**config.mk**
```make
export PLATFORM = sky130hd
export DESIGN_NAME = bmdma_ctrl
export DESIGN_NICKNAME = d
export VERILOG_FILES = /design/src/rtl/bmdma_pkg.sv /design/src/rtl/bmdma_datapath.sv /design/src/rtl/bmdma_ctl.sv /design/src/rtl/bmdma_ctrl.sv
export SDC_FILE = /design/constraint.sdc
export NUM_CORES = 1
export LEC_CHECK = 0
export ABC_AREA = 1
export BUFFER_PORTS_ARGS = -buffer_cell sky130_fd_sc_hd__buf_4
export CAP_MARGIN = 10
export CORE_UTILIZATION = 47
export DETAILED_ROUTE_END_ITERATION = 8
export MAX_ROUTING_LAYER = met4
export PLACE_DENSITY = 0.84
export SYNTH_ARGS = -nofsm -noshare
export SYNTH_HDL_FRONTEND = slang
export SYNTH_HIERARCHICAL = 1
export SYNTH_SLANG_ARGS = --single-unit
```
**constraint.sdc**
```tcl
create_clock -name clk -period 2 [get_ports clk]
set_input_delay 0.4 -clock clk [delete_from_list [all_inputs] [get_ports clk]]
set_output_delay 0.4 -clock clk [all_outputs]
set_load 0.005 [all_outputs]
```
**src/rtl/bmdma_pkg.sv**
```systemverilog
package bmdma_pkg;

  typedef enum logic [2:0] {
    SEL_CTRL  = 3'd0,
    SEL_IRQ   = 3'd1,
    SEL_GEN   = 3'd2,
    SEL_RDCNT = 3'd3,
    SEL_WRCNT = 3'd4
  } regSel_e;

  localparam int DIR_RD = 0;
  localparam int DIR_WR = 1;

  // control register fields
  localparam int B_RD_MASTER = 14;
  localparam int B_RD_SCHEME = 13;
  localparam int B_WR_MASTER = 10;
  localparam int B_WR_SCHEME = 9;
  // interrupt register fields
  localparam int B_RD_IE     = 15;
  localparam int B_WR_IE     = 14;
  localparam int B_ST_TABORT = 21;
  localparam int B_ST_MABORT = 20;
  localparam int B_ST_RDDONE = 19;
  localparam int B_ST_WRDONE = 18;
  // general register fields
  localparam int B_CNT_EN    = 28;
  localparam int B_IN_FLRST  = 26;
  localparam int B_OUT_FLRST = 25;

  // strobes from control to datapath, index 0 = read, 1 = write
  typedef struct packed {
    logic [1:0] load;
    logic [1:0] dec;
    logic [1:0] scheme;
  } ctlToDp_t;

endpackage

```
**src/rtl/bmdma_datapath.sv**
```systemverilog
module bmdma_datapath
  import bmdma_pkg::*;
#(
  parameter int CNT_W      = 16,
  parameter int FIFO_DEPTH = 8,
  parameter int LVL_W      = $clog2(FIFO_DEPTH + 1)
) (
  input  logic                        clk,
  input  logic                        rstN,
  input  ctlToDp_t                    ctl,
  input  logic [CNT_W-1:0]            loadValue,
  input  logic [1:0][LVL_W-1:0]       levels,
  output logic [1:0][CNT_W-1:0]       count,
  output logic [1:0]                  nonZero,
  output logic [1:0]                  done,
  output logic [1:0]                  fifoOk
);

  localparam int HALF = FIFO_DEPTH / 2;
  localparam logic [CNT_W-1:0] CNT_ONE = CNT_W'(1);
  localparam logic [LVL_W-1:0] LVL_HALF = LVL_W'(HALF);

  logic [CNT_W-1:0] cntQ [2];

  for (genvar d = 0; d < 2; d++) begin : g_dir
    always_ff @(posedge clk) begin
      if (!rstN) begin
        cntQ[d] <= '0;
      end else if (ctl.load[d]) begin
        cntQ[d] <= loadValue;
      end else if (ctl.dec[d] && (cntQ[d] != '0)) begin
        cntQ[d] <= cntQ[d] - CNT_ONE;
      end
    end

    assign count[d]   = cntQ[d];
    assign nonZero[d] = (cntQ[d] != '0);
    assign done[d]    = ctl.dec[d] && !ctl.load[d] && (cntQ[d] == CNT_ONE);
    assign fifoOk[d]  = ctl.scheme[d] ? (levels[d] >= LVL_HALF)
                                      : (levels[d] != '0);

    // a count at zero stays there unless reloaded
    a_r2_saturate: assert property (@(posedge clk) disable iff (!rstN)
      (cntQ[d] == '0) && !ctl.load[d] |=> (cntQ[d] == '0));

    // each enabled strobe lowers a non-zero count by exactly one
    a_r2_step: assert property (@(posedge clk) disable iff (!rstN)
      ctl.dec[d] && !ctl.load[d] && (cntQ[d] != '0)
      |=> (cntQ[d] == $past(cntQ[d]) - CNT_ONE));

    // a count write lands in full on the next cycle
    a_r3_load: assert property (@(posedge clk) disable iff (!rstN)
      ctl.load[d] |=> (cntQ[d] == $past(loadValue)));
  end

endmodule

```
**src/rtl/bmdma_ctl.sv**
```systemverilog
module bmdma_ctl
  import bmdma_pkg::*;
#(
  parameter int CNT_W = 16
) (
  input  logic              clk,
  input  logic              rstN,
  input  logic              regWrEn,
  input  logic [2:0]        regSel,
  input  logic [31:0]       regWrData,
  input  logic              rdWordDone,
  input  logic              wrWordDone,
  input  logic              masterAbort,
  input  logic              targetAbort,
  input  logic              abortDir,
  input  logic [1:0]        dpNonZero,
  input  logic [1:0]        dpDone,
  input  logic [1:0]        dpFifoOk,
  output ctlToDp_t          ctl,
  output logic [CNT_W-1:0]  loadValue,
  output logic              rdReqOk,
  output logic              wrReqOk,
  output logic              irq,
  output logic [3:0]        intStatus,
  output logic              inFlagReset,
  output logic              outFlagReset
);

  logic wrCtrl, wrIrq, wrGen, wrRdCnt, wrWrCnt;
  logic rdMasterEn, wrMasterEn, rdScheme, wrScheme;
  logic rdIe, wrIe, cntEn, abortEn, abortAny;
  logic inFlagQ, outFlagQ;
  logic [3:0] statusQ, setMask, clrMask, enMask;
  logic unusedData;

  assign unusedData = ^regWrData;

  // register decode
  assign wrCtrl  = regWrEn && (regSel == SEL_CTRL);
  assign wrIrq   = regWrEn && (regSel == SEL_IRQ);
  assign wrGen   = regWrEn && (regSel == SEL_GEN);
  assign wrRdCnt = regWrEn && (regSel == SEL_RDCNT);
  assign wrWrCnt = regWrEn && (regSel == SEL_WRCNT);

  assign abortAny = masterAbort || targetAbort;

  // strobes to the datapath
  assign ctl.load[DIR_RD]   = wrRdCnt;
  assign ctl.load[DIR_WR]   = wrWrCnt;
  assign ctl.dec[DIR_RD]    = rdWordDone && cntEn;
  assign ctl.dec[DIR_WR]    = wrWordDone && cntEn;
  assign ctl.scheme[DIR_RD] = rdScheme;
  assign ctl.scheme[DIR_WR] = wrScheme;
  assign loadValue          = regWrData[CNT_W-1:0];

  // enables and command pulses
  always_ff @(posedge clk) begin
    if (!rstN) begin
      rdMasterEn <= 1'b0;
      wrMasterEn <= 1'b0;
      rdScheme   <= 1'b0;
      wrScheme   <= 1'b0;
      rdIe       <= 1'b0;
      wrIe       <= 1'b0;
      cntEn      <= 1'b0;
      inFlagQ    <= 1'b0;
      outFlagQ   <= 1'b0;
    end else begin
      inFlagQ  <= wrGen && regWrData[B_IN_FLRST];
      outFlagQ <= wrGen && regWrData[B_OUT_FLRST];
      if (wrCtrl) begin
        rdMasterEn <= regWrData[B_RD_MASTER];
        rdScheme   <= regWrData[B_RD_SCHEME];
        wrMasterEn <= regWrData[B_WR_MASTER];
        wrScheme   <= regWrData[B_WR_SCHEME];
      end
      // an abort overrides a same-cycle re-enable of its direction
      if (abortAny) begin
        if (abortDir) wrMasterEn <= 1'b0;
        else          rdMasterEn <= 1'b0;
      end
      if (wrIrq) begin
        rdIe <= regWrData[B_RD_IE];
        wrIe <= regWrData[B_WR_IE];
      end
      if (wrGen) begin
        cntEn <= regWrData[B_CNT_EN];
      end
    end
  end

  // sticky status: {target abort, master abort, read done, write done}
  assign setMask = {targetAbort, masterAbort, dpDone[DIR_RD], dpDone[DIR_WR]};
  assign clrMask = wrIrq ? {regWrData[B_ST_TABORT], regWrData[B_ST_MABORT],
                            regWrData[B_ST_RDDONE], regWrData[B_ST_WRDONE]}
                         : 4'b0000;

  always_ff @(posedge clk) begin
    if (!rstN) statusQ <= 4'b0000;
    else       statusQ <= (statusQ & ~clrMask) | setMask;
  end

  assign abortEn = rdIe || wrIe;
  assign enMask  = {abortEn, abortEn, rdIe, wrIe};

  assign irq          = |(statusQ & enMask);
  assign intStatus    = statusQ;
  assign inFlagReset  = inFlagQ;
  assign outFlagReset = outFlagQ;

  assign rdReqOk = rdMasterEn && dpFifoOk[DIR_RD] && (!cntEn || dpNonZero[DIR_RD]);
  assign wrReqOk = wrMasterEn && dpFifoOk[DIR_WR] && (!cntEn || dpNonZero[DIR_WR]);

  // a completion reported by the datapath is held in status
  a_r4_rd_done_sticky: assert property (@(posedge clk) disable iff (!rstN)
    dpDone[DIR_RD] |=> intStatus[1]);
  a_r4_wr_done_sticky: assert property (@(posedge clk) disable iff (!rstN)
    dpDone[DIR_WR] |=> intStatus[0]);

  // an abort leaves its direction ineligible in the next cycle
  a_r5_abort_stops_rd: assert property (@(posedge clk) disable iff (!rstN)
    abortAny && !abortDir |=> !rdReqOk);
  a_r5_abort_stops_wr: assert property (@(posedge clk) disable iff (!rstN)
    abortAny && abortDir |=> !wrReqOk);

  // a zero data bit in a clear write keeps the status bit
  a_r6_zero_keeps: assert property (@(posedge clk) disable iff (!rstN)
    wrIrq && !regWrData[B_ST_RDDONE] && intStatus[1] |=> intStatus[1]);

  // the interrupt line needs a pending status bit
  a_r7_irq_needs_status: assert property (@(posedge clk) disable iff (!rstN)
    irq |-> (intStatus != 4'b0000));

  // a flag reset pulse always follows a general write with its bit set
  a_r8_in_pulse_cause: assert property (@(posedge clk) disable iff (!rstN)
    inFlagReset |-> $past(wrGen && regWrData[B_IN_FLRST]));
  a_r8_out_pulse_cause: assert property (@(posedge clk) disable iff (!rstN)
    outFlagReset |-> $past(wrGen && regWrData[B_OUT_FLRST]));

  // with counting on, an exhausted count blocks eligibility
  a_r3_zero_blocks: assert property (@(posedge clk) disable iff (!rstN)
    cntEn && !dpNonZero[DIR_RD] |-> !rdReqOk);

endmodule

```
**src/rtl/bmdma_ctrl.sv**
```systemverilog
module bmdma_ctrl
  import bmdma_pkg::*;
#(
  parameter int CNT_W      = 16,
  parameter int FIFO_DEPTH = 8,
  parameter int LVL_W      = $clog2(FIFO_DEPTH + 1)
) (
  input  logic              clk,
  input  logic              rstN,
  input  logic              regWrEn,
  input  logic [2:0]        regSel,
  input  logic [31:0]       regWrData,
  input  logic              rdWordDone,
  input  logic              wrWordDone,
  input  logic              masterAbort,
  input  logic              targetAbort,
  input  logic              abortDir,
  input  logic [LVL_W-1:0]  rdFifoFree,
  input  logic [LVL_W-1:0]  wrFifoUsed,
  output logic              rdReqOk,
  output logic              wrReqOk,
  output logic              irq,
  output logic [3:0]        intStatus,
  output logic [CNT_W-1:0]  rdCount,
  output logic [CNT_W-1:0]  wrCount,
  output logic              inFlagReset,
  output logic              outFlagReset
);

  ctlToDp_t                  ctlBus;
  logic [CNT_W-1:0]          loadValue;
  logic [1:0][LVL_W-1:0]     levels;
  logic [1:0][CNT_W-1:0]     counts;
  logic [1:0]                nonZero, done, fifoOk;

  assign levels[DIR_RD] = rdFifoFree;
  assign levels[DIR_WR] = wrFifoUsed;
  assign rdCount = counts[DIR_RD];
  assign wrCount = counts[DIR_WR];

  bmdma_ctl #(.CNT_W(CNT_W)) u_ctl (
    .clk          (clk),
    .rstN         (rstN),
    .regWrEn      (regWrEn),
    .regSel       (regSel),
    .regWrData    (regWrData),
    .rdWordDone   (rdWordDone),
    .wrWordDone   (wrWordDone),
    .masterAbort  (masterAbort),
    .targetAbort  (targetAbort),
    .abortDir     (abortDir),
    .dpNonZero    (nonZero),
    .dpDone       (done),
    .dpFifoOk     (fifoOk),
    .ctl          (ctlBus),
    .loadValue    (loadValue),
    .rdReqOk      (rdReqOk),
    .wrReqOk      (wrReqOk),
    .irq          (irq),
    .intStatus    (intStatus),
    .inFlagReset  (inFlagReset),
    .outFlagReset (outFlagReset)
  );

  bmdma_datapath #(
    .CNT_W      (CNT_W),
    .FIFO_DEPTH (FIFO_DEPTH),
    .LVL_W      (LVL_W)
  ) u_dp (
    .clk       (clk),
    .rstN      (rstN),
    .ctl       (ctlBus),
    .loadValue (loadValue),
    .levels    (levels),
    .count     (counts),
    .nonZero   (nonZero),
    .done      (done),
    .fifoOk    (fifoOk)
  );

endmodule

```
==> qor.yml <==
cts:
  worstSkewPairLatency_ns: 0.31
  cts_root_buffer: "clkbuf_8"
  clk_pin_slew_worst_paths_ns: 0.09
  htree_levels: 2
  numCtsBuffers: 5
  clock_sinks: 45
  tritoncts: "built"
  clock_path_buffers: 2
pwr:
  p_int_mw: 1.579
  power_frac_seq_pct: 48.1
  vdd.ir_drop.worst_mv: 0.4143
  power_frac_comb_pct: 25.6
  p_per_area_nw_per_um2: 511.9
  p_clk_share_pct: 26.3
  swShare_pct: 29.46
  p_leak_nw: 2.155
  p_sw_mw: 0.6592
synth:
  ys_seq_area_share_pct: 39.01
  syn_avg_cell_area_sq_um: 7.349
  synth_cell_type_count: 33
  netlist_area_sq_um: 3131
  synth-seq-cells: 45
  syn_nets: 483
  syn-instance-count: 426
  async_reset_ff_share_pct: 0
  synth_edf_count: 32
  yosysWarnings: 6
  synth-main-ff-cell: "edfxtp_1"
hold_path:
  hold_path.class: "primary input to flip-flop"
timing:
  hold_ws_ns: 0.2996
  worstMarginPinSlew_ns: 0.4801
  finalMaxSlewViolations: 0
  rsz0062_at_grt: "true"
  layout_setup_ws_ns: -0.02418
  hold_viol_final: 0
  setup_violations: 2
  min_period_ns: 2.024
  relSlewSlack_pct: 67.96
  period_share_pct: 101.2
  fin_skew_ns: 0.009503
  fmax_mhz: 494.0
routing:
  drt_iter0_markers: 303
  drt-wirelength-per-cell_um: 15.21
  routed_wl_um: 9722
  vias_per_cell: 5.382
  ant_nets: 0
  drc_errors: 0
  routed-via-count: 3439
  firstDrtPassIters: 5
placed_design:
  place_inst: 570
  place_hpwl_um: 6383
  globalplace.congestion: 0.8897
  port_buffers: 82
global_routing:
  grt_usage_pct: 27.69
  grt_pass1_wl_um: 14860
  grt_max_degree: 17
  grt_pass1_vias: 3250
  antenna_found_initial: 0
  overflow: 0
floorplanning:
  die_w_um: 83.61
  start_util_pct: 49.02
  pin_count: 92
  core_area_sq_um: 6386
  chipHeight_um: 83.61
  num_rows: 29
  die-area_sq_um: 6991
finish:
  final_cells: 639
  layout-drive-gt1-share_pct: 37.90
  final_nets: 618
  syn2layout_area_growth_pct: 39.65
  antenna_cells: 0
worst_setup_path:
  worstSetupStartpointType: "flip-flop"
  worstPathArrival_ns: 1.62
  cp-end-kind: "primary output"
  path_common_cell: "nor2_4"
  crit_fanout: 4
  crit_chain: "nor2_4, nand2_4, nor2_4, nand3_4, o211a_1, buf_6"
  worst-path-buf-inv: 1
  setup.worst_path.class: "flip-flop to primary output"
  crit_required_ns: 1.60
  cpMaxStageDelayCell: "edfxtp_1"
  critPathTopFamily: "simple AND/OR/NAND/NOR gates"
  critPathMaxStageDelay_ns: 0.45
outcome:
  status: "finished with violations"
  violations: "setup timing"
flow_run:
  maxCapViolCount: 0
==> final cells by class <==
cell class | instances | area (sq um)
clock buffers | 6 | 72.57
clock inverters | 2 | 12.51
fillers | 492 | 2014
inverters | 50 | 192.7
multi-input cells | 307 | 1588
flip-flops and latches | 45 | 1221
well taps | 77 | 96.34
repair buffers | 152 | 1189
==> synthesized netlist by cell type, types with 6 or more instances <==
| master | count | area (sq um) |
|---|---|---|
| ha_1 | 6 | 75.07 |
| a21oi_1 | 8 | 40.04 |
| nand2_1 | 132 | 495.5 |
| nor2_2 | 14 | 87.58 |
| dfxtp_1 | 13 | 260.3 |
| xor2_1 | 8 | 70.07 |
| edfxtp_1 | 32 | 960.9 |
| nand3_1 | 26 | 130.1 |
| nor2_1 | 55 | 206.5 |
| o21ai_0 | 15 | 75.07 |
| buf_4 | 20 | 150.1 |
| o21ai_1 | 6 | 30.03 |
| inv_1 | 44 | 165.2 |
==> placed cells by master (no fill, tap or decap), types with 2 or more instances in the layout <==
master      n
buf_4     144
nand2_1   128
nor2_1     49
inv_1      41
edfxtp_1   32
nand3_1    23
nor2_2     19
o21ai_0    15
dfxtp_1    13
nand2_2     8
a21oi_1     8
xor2_1      8
inv_2       7
buf_6       6
o21ai_1     6
nor2_4      6
ha_1        6
clkbuf_8    5
nand3_2     5
nand4_1     5
xnor2_1     5
inv_4       4
nand2_4     3
nor3_1      2
o211a_1     2
o21ai_2     2
nand3b_1    2
buf_12      2
==> per-stage QoR <==
step / util (%) / total power, mW / TNS, ns / worst slack [ns] / area [sq um]
finish: 68.46 / 2.238 / -0.03443 / -0.02418 / 4372
global route: 68.46 / 2.323 / -0.2379 / -0.08985 / 4372
CTS: 66.87 / 2.199 / -0.01542 / -0.01014 / 4270
detailed placement: 58.86 / 1.520 / 0 / 0.1268 / 3759
global placement: 58.86 / 1.507 / 0 / 0.1564 / 3759
floorplan: - / 1.334 / 0 / 0.1274 / 3136
==> power by group through the flow <==
| stage | logic [mW] | registers, mW | clock network (mW) |
|---|---|---|---|
| floorplan | 0.225 | 1.11 | 0 |
| global placement | 0.395 | 1.11 | 0 |
| detailed placement | 0.407 | 1.11 | 0 |
| CTS | 0.528 | 1.07 | 0.596 |
| global route | 0.615 | 1.08 | 0.626 |
| finish | 0.573 | 1.08 | 0.588 |
==> tightest hold or removal path, cell delays in order <==
cell	delay (ns)
buf_4	0.08
nor2_1	0.03
nor2_1	0.08
==> routing by layer <==
| layer | vias up | part of all wire [%] | global-route usage, % |
|---|---|---|---|
| li1 | 1594 | - | - |
| met1 | 1595 | 39 | 32.45 |
| met2 | 215 | 49 | 46.71 |
| met3 | 35 | 8.7 | 5.143 |
| met4 | 0 | 4.0 | 11.56 |
| met5 | - | 0 | - |
==> repair_timing <==
action                                  CTS  global route
hold buffers                              0             0
buffers inserted                         54            10
pin swaps                                 7            14
endpoints found under the setup margin    2             6
resized for setup                         9            15
==> registers in the layout, summed over array words and instances (netlist names) <==
register and flops:
u_ctl/rdMasterEn 1, u_ctl/rdScheme 1, u_ctl/cntEn 1, u_ctl/wrMasterEn 1, u_ctl/outFlagReset 1, u_dp/cntQ 32, u_ctl/rdIe 1, u_ctl/wrScheme 1
u_ctl/inFlagReset 1, u_ctl/wrIe 1, u_ctl/intStatus 4
==> worst paths after layout <==
check | from | end | slack, ns | depth (start not counted)
setup reg to reg | u_dp/cntQ[0][11] | u_dp/cntQ[0][14] | 0.01 | 15
setup / recovery | u_dp/cntQ[1][6] | wrReqOk | -0.02 | 6
hold / removal | regWrData[28] | u_ctl/cntEn | 0.30 | 3
hold reg to reg | u_ctl/intStatus[1] | u_ctl/intStatus[1] | 0.49 | 2
==> logic make-up (layout without fill, tap and decap cells) <==
logic type,count (synthesis),after routing,share of synthesized area [%]
and+or+nand+nor,254,254,37.05
buffers and inverters,74,210,11.87
DFF,45,45,39.01
AOI/OAI and AO/OA,34,34,6.035
xor gates and xnor gates,13,13,3.637
adders and majority gates,6,6,2.398
Power figures use the tool's default switching activity.
